--- config.mk ---
export PLATFORM = sky130hd
export DESIGN_NAME = presc_clk_div
export DESIGN_NICKNAME = d
export VERILOG_FILES = /design/src/rtl/pdiv_pkg.sv /design/src/rtl/pdiv_prescaler.sv /design/src/rtl/pdiv_oe_sync.sv /design/src/rtl/pdiv_ndivider.sv /design/src/rtl/presc_clk_div.sv
export SDC_FILE = /design/constraint.sdc
export NUM_CORES = 1
export LEC_CHECK = 0
export BUFFER_PORTS_ARGS = -buffer_cell sky130_fd_sc_hd__buf_2
export CAP_MARGIN = 30
export CELL_PAD_IN_SITES_DETAIL_PLACEMENT = 1
export CELL_PAD_IN_SITES_GLOBAL_PLACEMENT = 1
export CORE_MARGIN = 5
export CORE_UTILIZATION = 40
export DETAILED_ROUTE_END_ITERATION = 8
export PLACE_DENSITY = 0.75
export SYNTH_ARGS = -nofsm -noshare
export SYNTH_HDL_FRONTEND = slang
export SYNTH_HIERARCHICAL = 1
export SYNTH_SLANG_ARGS = --single-unit
--- constraint.sdc ---
create_clock -name clk_i -period 3.68 [get_ports clk_i]
set_input_delay 0.552 -clock clk_i [delete_from_list [all_inputs] [get_ports clk_i]]
set_output_delay 0.552 -clock clk_i [all_outputs]
set_load 0.05 [all_outputs]
--- src/rtl/pdiv_pkg.sv ---
package pdiv_pkg;
  localparam int RATIO_W = 3;

  // prescale ratio: external ref, bypass or msel force /1
  function automatic logic [RATIO_W-1:0] prescale_ratio(
    input logic ext_sel,
    input logic div1,
    input logic msel,
    input logic m
  );
    if (ext_sel || div1 || msel) return RATIO_W'(1);
    else if (m)                  return RATIO_W'(2);
    else                         return RATIO_W'(4);
  endfunction
endpackage

--- src/rtl/pdiv_prescaler.sv ---
module pdiv_prescaler #(
  parameter int RW = 3
) (
  input  logic          clk_i,
  input  logic          rst_ni,
  input  logic [RW-1:0] ratio_i,
  output logic          mclk_o,
  output logic          tick_o
);
  localparam int CW = RW + 1;

  logic [CW-1:0] pc_q, pc_nxt, last;
  logic          mclk_q;

  assign last   = {ratio_i, 1'b0} - CW'(1);
  assign tick_o = (pc_q >= last);
  assign pc_nxt = tick_o ? '0 : pc_q + CW'(1);

  always_ff @(posedge clk_i or negedge rst_ni) begin
    if (!rst_ni) begin
      pc_q   <= '1;
      mclk_q <= 1'b0;
    end else begin
      pc_q   <= pc_nxt;
      mclk_q <= (pc_nxt < {1'b0, ratio_i});
    end
  end

  assign mclk_o = mclk_q;
endmodule

--- src/rtl/pdiv_oe_sync.sv ---
module pdiv_oe_sync #(
  parameter int STAGES = 2
) (
  input  logic clk_i,
  input  logic rst_ni,
  input  logic en_i,
  input  logic async_i,
  output logic sync_o
);
  logic [STAGES-1:0] sh_q;

  always_ff @(posedge clk_i or negedge rst_ni) begin
    if (!rst_ni)   sh_q <= '0;
    else if (en_i) sh_q <= {sh_q[STAGES-2:0], async_i};
  end

  assign sync_o = sh_q[STAGES-1];
endmodule

--- src/rtl/pdiv_ndivider.sv ---
module pdiv_ndivider #(
  parameter int CODE_W = 9
) (
  input  logic            clk_i,
  input  logic            rst_ni,
  input  logic            tick_i,
  input  logic            run_i,
  input  logic [CODE_W-1:0] code_i,
  output logic            out_o,
  output logic [CODE_W:0] cnt_o
);
  localparam int NW = CODE_W + 1;

  logic [NW-1:0] n_val, half, cnt_q;
  logic          out_q, en;

  assign n_val = {1'b0, code_i} + NW'(2);
  assign half  = n_val >> 1;
  // keep counting while a high phase is still unfinished
  assign en    = run_i || (out_q && (cnt_q < half));

  always_ff @(posedge clk_i or negedge rst_ni) begin
    if (!rst_ni) begin
      cnt_q <= '0;
      out_q <= 1'b0;
    end else if (tick_i) begin
      if (en) begin
        out_q <= (cnt_q < half);
        cnt_q <= (cnt_q == n_val - NW'(1)) ? '0 : cnt_q + NW'(1);
      end else begin
        out_q <= 1'b0;
        cnt_q <= '0;
      end
    end
  end

  assign out_o = out_q;
  assign cnt_o = cnt_q;
endmodule

--- src/rtl/presc_clk_div.sv ---
module presc_clk_div #(
  parameter int CODE_W    = 9,
  parameter int SYNC_STGS = 2
) (
  input  logic              clk_i,
  input  logic              rst_ni,
  input  logic              oe_i,
  input  logic              div1_i,
  input  logic              msel_i,
  input  logic              m_i,
  input  logic [CODE_W-1:0] ndiv_i,
  input  logic              ext_sel_i,
  output logic              out_o,
  output logic              mclk_o
);
  import pdiv_pkg::*;

  logic [RATIO_W-1:0] ratio;
  logic               mclk, tick, oe_s, nout;
  logic [CODE_W:0]    cnt;

  assign ratio = prescale_ratio(ext_sel_i, div1_i, msel_i, m_i);

  pdiv_prescaler #(.RW(RATIO_W)) u_pre (
    .clk_i   (clk_i),
    .rst_ni  (rst_ni),
    .ratio_i (ratio),
    .mclk_o  (mclk),
    .tick_o  (tick)
  );

  pdiv_oe_sync #(.STAGES(SYNC_STGS)) u_sync (
    .clk_i   (clk_i),
    .rst_ni  (rst_ni),
    .en_i    (tick),
    .async_i (oe_i),
    .sync_o  (oe_s)
  );

  pdiv_ndivider #(.CODE_W(CODE_W)) u_ndiv (
    .clk_i  (clk_i),
    .rst_ni (rst_ni),
    .tick_i (tick),
    .run_i  (oe_s && !div1_i),
    .code_i (ndiv_i),
    .out_o  (nout),
    .cnt_o  (cnt)
  );

  // oe_s only changes on a master rise, while mclk was low
  assign out_o  = div1_i ? (mclk && oe_s) : nout;
  assign mclk_o = mclk;
endmodule

==> metrics.md <==
| Metric | Value |
|---|---|
| DR WL/cell | `15.5 um` |
| Crit Path Max Fanout | `13` |
| Aggregate global routing overflow | `0` |
| Rel. slew slack | `55.6%` |
| Clock Latency Late Sink | `250 ps` |
| Global-route wire length before repair | `6700 um` |
| VDD IR max | `247 uV` |
| Status | `complete, no violations` |
| Leakage | `0.848 nW` |
| Startpoint types | `input port` |
| Core area | `4290 um2` |
| Worst R2R Setup Slack | `920 ps` |
| Max Clock Freq | `0.308 GHz` |
| Setup TNS | `0 ps` |
| Layout Cells excl Fill | `255` |
| Final hold vios | `0` |
| Synth Flop Type | `dfrtp_1` |
| Synth Area per Inst | `9.35 um2` |
| PortBufs | `17` |
| Pwr dens | `616 nW/um2` |
| Chip Height | `76.1 um` |
| Asr flop ratio synth | `100%` |
| Mapped Area | `1750 um2` |
| Reg2reg start | `u_ndiv/cnt_o[7]$_DFFE_PN0P_` |
| Iter 0 DRT Violations | `67` |
| Net Count, Synth | `222` |
| Post-CTS Hold Fix Bufs | `0` |
| Routing usage on met2 | `22.2%` |
| Post-CTS sizing | `0` |
| Count leader, synth | `ha_1` |
| Placed Cells | `251` |
| Clock Tree Root | `clkbuf_8` |
| Synth top area share | `20.0%` |
| Vias in the first global route | `1,417` |
| Post-synth EDFFs | `0` |
| Post-Route WL | `3950 um` |
| Drt first pass iters | `4` |
| Post-synth top cells | `ha_1 (19), inv_1 (18), xnor2_1 (15), dfrtp_1 (14), nand3_1 (14)` |
| Worst endpoint required time | `3820 ps` |
| Antenna diodes | `0` |
| Post-CTS Setup Bufs | `0` |
| Num ports | `18` |
| Row cnt | `24` |
| Cell taking the most area after synthesis | `dfrtp_1` |
| DRC | `0` |
| Fin crit period | `3240 ps` |
| Die X-Extent | `76.1 um` |
| Ranking of synthesized cells by area | `dfrtp_1 (20%), ha_1 (14%), xnor2_1 (7.5%), dfstp_2 (6.0%), nand3_1 (4.0%)` |
| Final ANT Viol Nets | `0` |
| Worst Reg-to-Reg Cells | `6` |
| H-tree levels | `1` |
| Setup Skew | `3.52 ps` |
| Max cap viols | `0` |
| Synth warn | `6` |
| DIE AREA | `5790 um2` |
| Largest net degree at the start of global routing | `26` |
| Synthesized flop and latch total | `18` |
| Tcrit/Tclk final | `88.1%` |
| Fill count | `518` |
| Post-DP HPWL | `3210 um` |
| Top Usage Layer GRT | `met2` |
| Initial Util | `40.7%` |
| Cells after synthesis | `187` |
| Min-delay worst type | `in -> async` |
| Critical Path End Type | `flop` |
| Vias | `1,409` |
| CTS Sinks | `18` |
| Clk buf depth | `2` |
| WP data arrival | `3390 ps` |
| Hold WS | `228 ps` |
| GRT Util Overall | `13.5%` |
| Antenna violations before repair | `0` |
| Met1 usage | `18.7%` |
| Final setup viols | `0` |
| Worst Tran Pin Value | `657 ps` |
| Layout cell share with drive strength beyond 1 | `21.2%` |
| Clock transition at the registers of the reported paths | `70 ps` |
| Slew Limit Fails | `0` |
| Net count reported at finish | `239` |
| Met3 Use GR | `3.19%` |
| GP Congestion | `0.860` |
| TritonCTS clock tree | `yes` |
| Share of the yosys chip area belonging to registers | `26.1%` |
| Crit Path Class | `in -> reg` |
| Area growth, synth to finish | `9.95%` |
| RSZ-0062 raised after global routing | `no` |
| Netlist cell types | `54` |
| Vias/cell | `5.53` |
| Reg2reg end | `u_ndiv/cnt_o[7]$_DFFE_PN0P_` |
| CTS Buf Count | `3` |
==> per-layer routing <==
layer | up-vias | wire [um] | share of wire [%]
li1 | 699 | - | -
met1 | 682 | 1950 | 49
met2 | 26 | 1830 | 46
met3 | 2 | 144 | 3.6
met4 | 0 | 25 | 0.63
met5 | - | 0 | 0
==> worst max-delay path, cell delays in order <==
cell and delay [ps]:
buf_2 140, ha_1 340, nand3_1 130, xor2_1 290, nand3_1 150, or4b_1 510
a211o_1 300, o31ai_4 570, and4bb_1 250, a21o_1 140
==> placed cells by master (no fill, tap or decap), types with 2 or more instances in the layout <==
cell type | Yosys | layout
xnor2_1 | 15 | 15
nand4_1 | 3 | 3
nand3b_1 | 2 | 2
o21a_1 | 3 | 3
nor3b_1 | 3 | 3
xnor3_1 | 2 | 2
nor2_1 | 9 | 9
ha_1 | 19 | 19
o22ai_1 | 4 | 4
xor2_1 | 6 | 6
nor3_1 | 2 | 2
dfrtp_1 | 14 | 14
nor2_2 | 2 | 2
or4_1 | 2 | 2
dfstp_2 | 4 | 4
nand2_1 | 6 | 6
nand3_2 | 2 | 2
a21oi_1 | 9 | 9
buf_2 | 1 | 17
o21ai_0 | 5 | 5
mux2_2 | 2 | 2
a21oi_2 | 2 | 2
inv_1 | 18 | 18
nand3_1 | 14 | 14
o211ai_1 | 3 | 3
clkbuf_8 | 0 | 4
o21ai_1 | 2 | 2
a21o_1 | 3 | 3
==> power by group <==
part / switching [mW] / leakage, nW / total [mW] / internal [mW]
clock: 0.0654 / 0.0288 / 0.160 / 0.0950
combinational: 0.383 / 0.597 / 0.659 / 0.276
sequential: 0.0829 / 0.222 / 0.364 / 0.281
total: 0.532 / 0.848 / 1.18 / 0.651
==> cells by family after synthesis <==
logic type / synth area share, %
AOI/OAI and AO/OA: 17.1
and+or+nand+nor: 19.9
xor gates and xnor gates: 15.4
adders and majority gates: 13.6
DFF: 26.1
muxes: 1.86
buffers and inverters: 6.08
==> state kept, by name, indices dropped and copies added (netlist names) <==
name / count
u_sync/sh_q: 2
u_ndiv/out_o: 1
u_pre/mclk_o: 1
u_ndiv/cnt_o: 10
u_pre/pc_q: 4
==> worst max path at each step <==
stage | from | endpoint | slack [ps] | depth (start not counted)
floorplan | ndiv_i[1] | u_ndiv/cnt_o[5]$_DFFE_PN0P_ | 750 | 14
global placement | ndiv_i[1] | u_ndiv/cnt_o[7]$_DFFE_PN0P_ | 300 | 10
detailed placement | ndiv_i[1] | u_ndiv/cnt_o[7]$_DFFE_PN0P_ | 210 | 10
CTS | ndiv_i[1] | u_ndiv/cnt_o[7]$_DFFE_PN0P_ | 480 | 10
global route | ndiv_i[1] | u_ndiv/cnt_o[7]$_DFFE_PN0P_ | 300 | 10
finish | ndiv_i[1] | u_ndiv/cnt_o[7]$_DFFE_PN0P_ | 440 | 10
==> through the flow <==
step / power (mW) / cell area, um2 / util (%) / setup WS [ps]
2_1_floorplan: 0.868 / 1750 / - / 746
3_3_place_gp: 0.990 / 1870 / 43.5 / 300
3_5_place_dp: 1.02 / 1870 / 43.5 / 211
4_1_cts: 1.20 / 1920 / 44.8 / 480
5_1_grt: 1.27 / 1920 / 44.8 / 304
6_report: 1.18 / 1920 / 44.8 / 438
==> final cells by class <==
| cell class | count | area (um2) | area share (%) |
|---|---|---|---|
| flip-flops and latches | 18 | 455 | 23.7 |
| clock buffers | 4 | 55.1 | 2.86 |
| repair buffers | 18 | 92.6 | 4.82 |
| multi-input cells | 145 | 1190 | 61.7 |
| well taps | 52 | 65.1 | 3.39 |
| inverters | 18 | 67.6 | 3.52 |
Power figures use the tool's default switching activity.
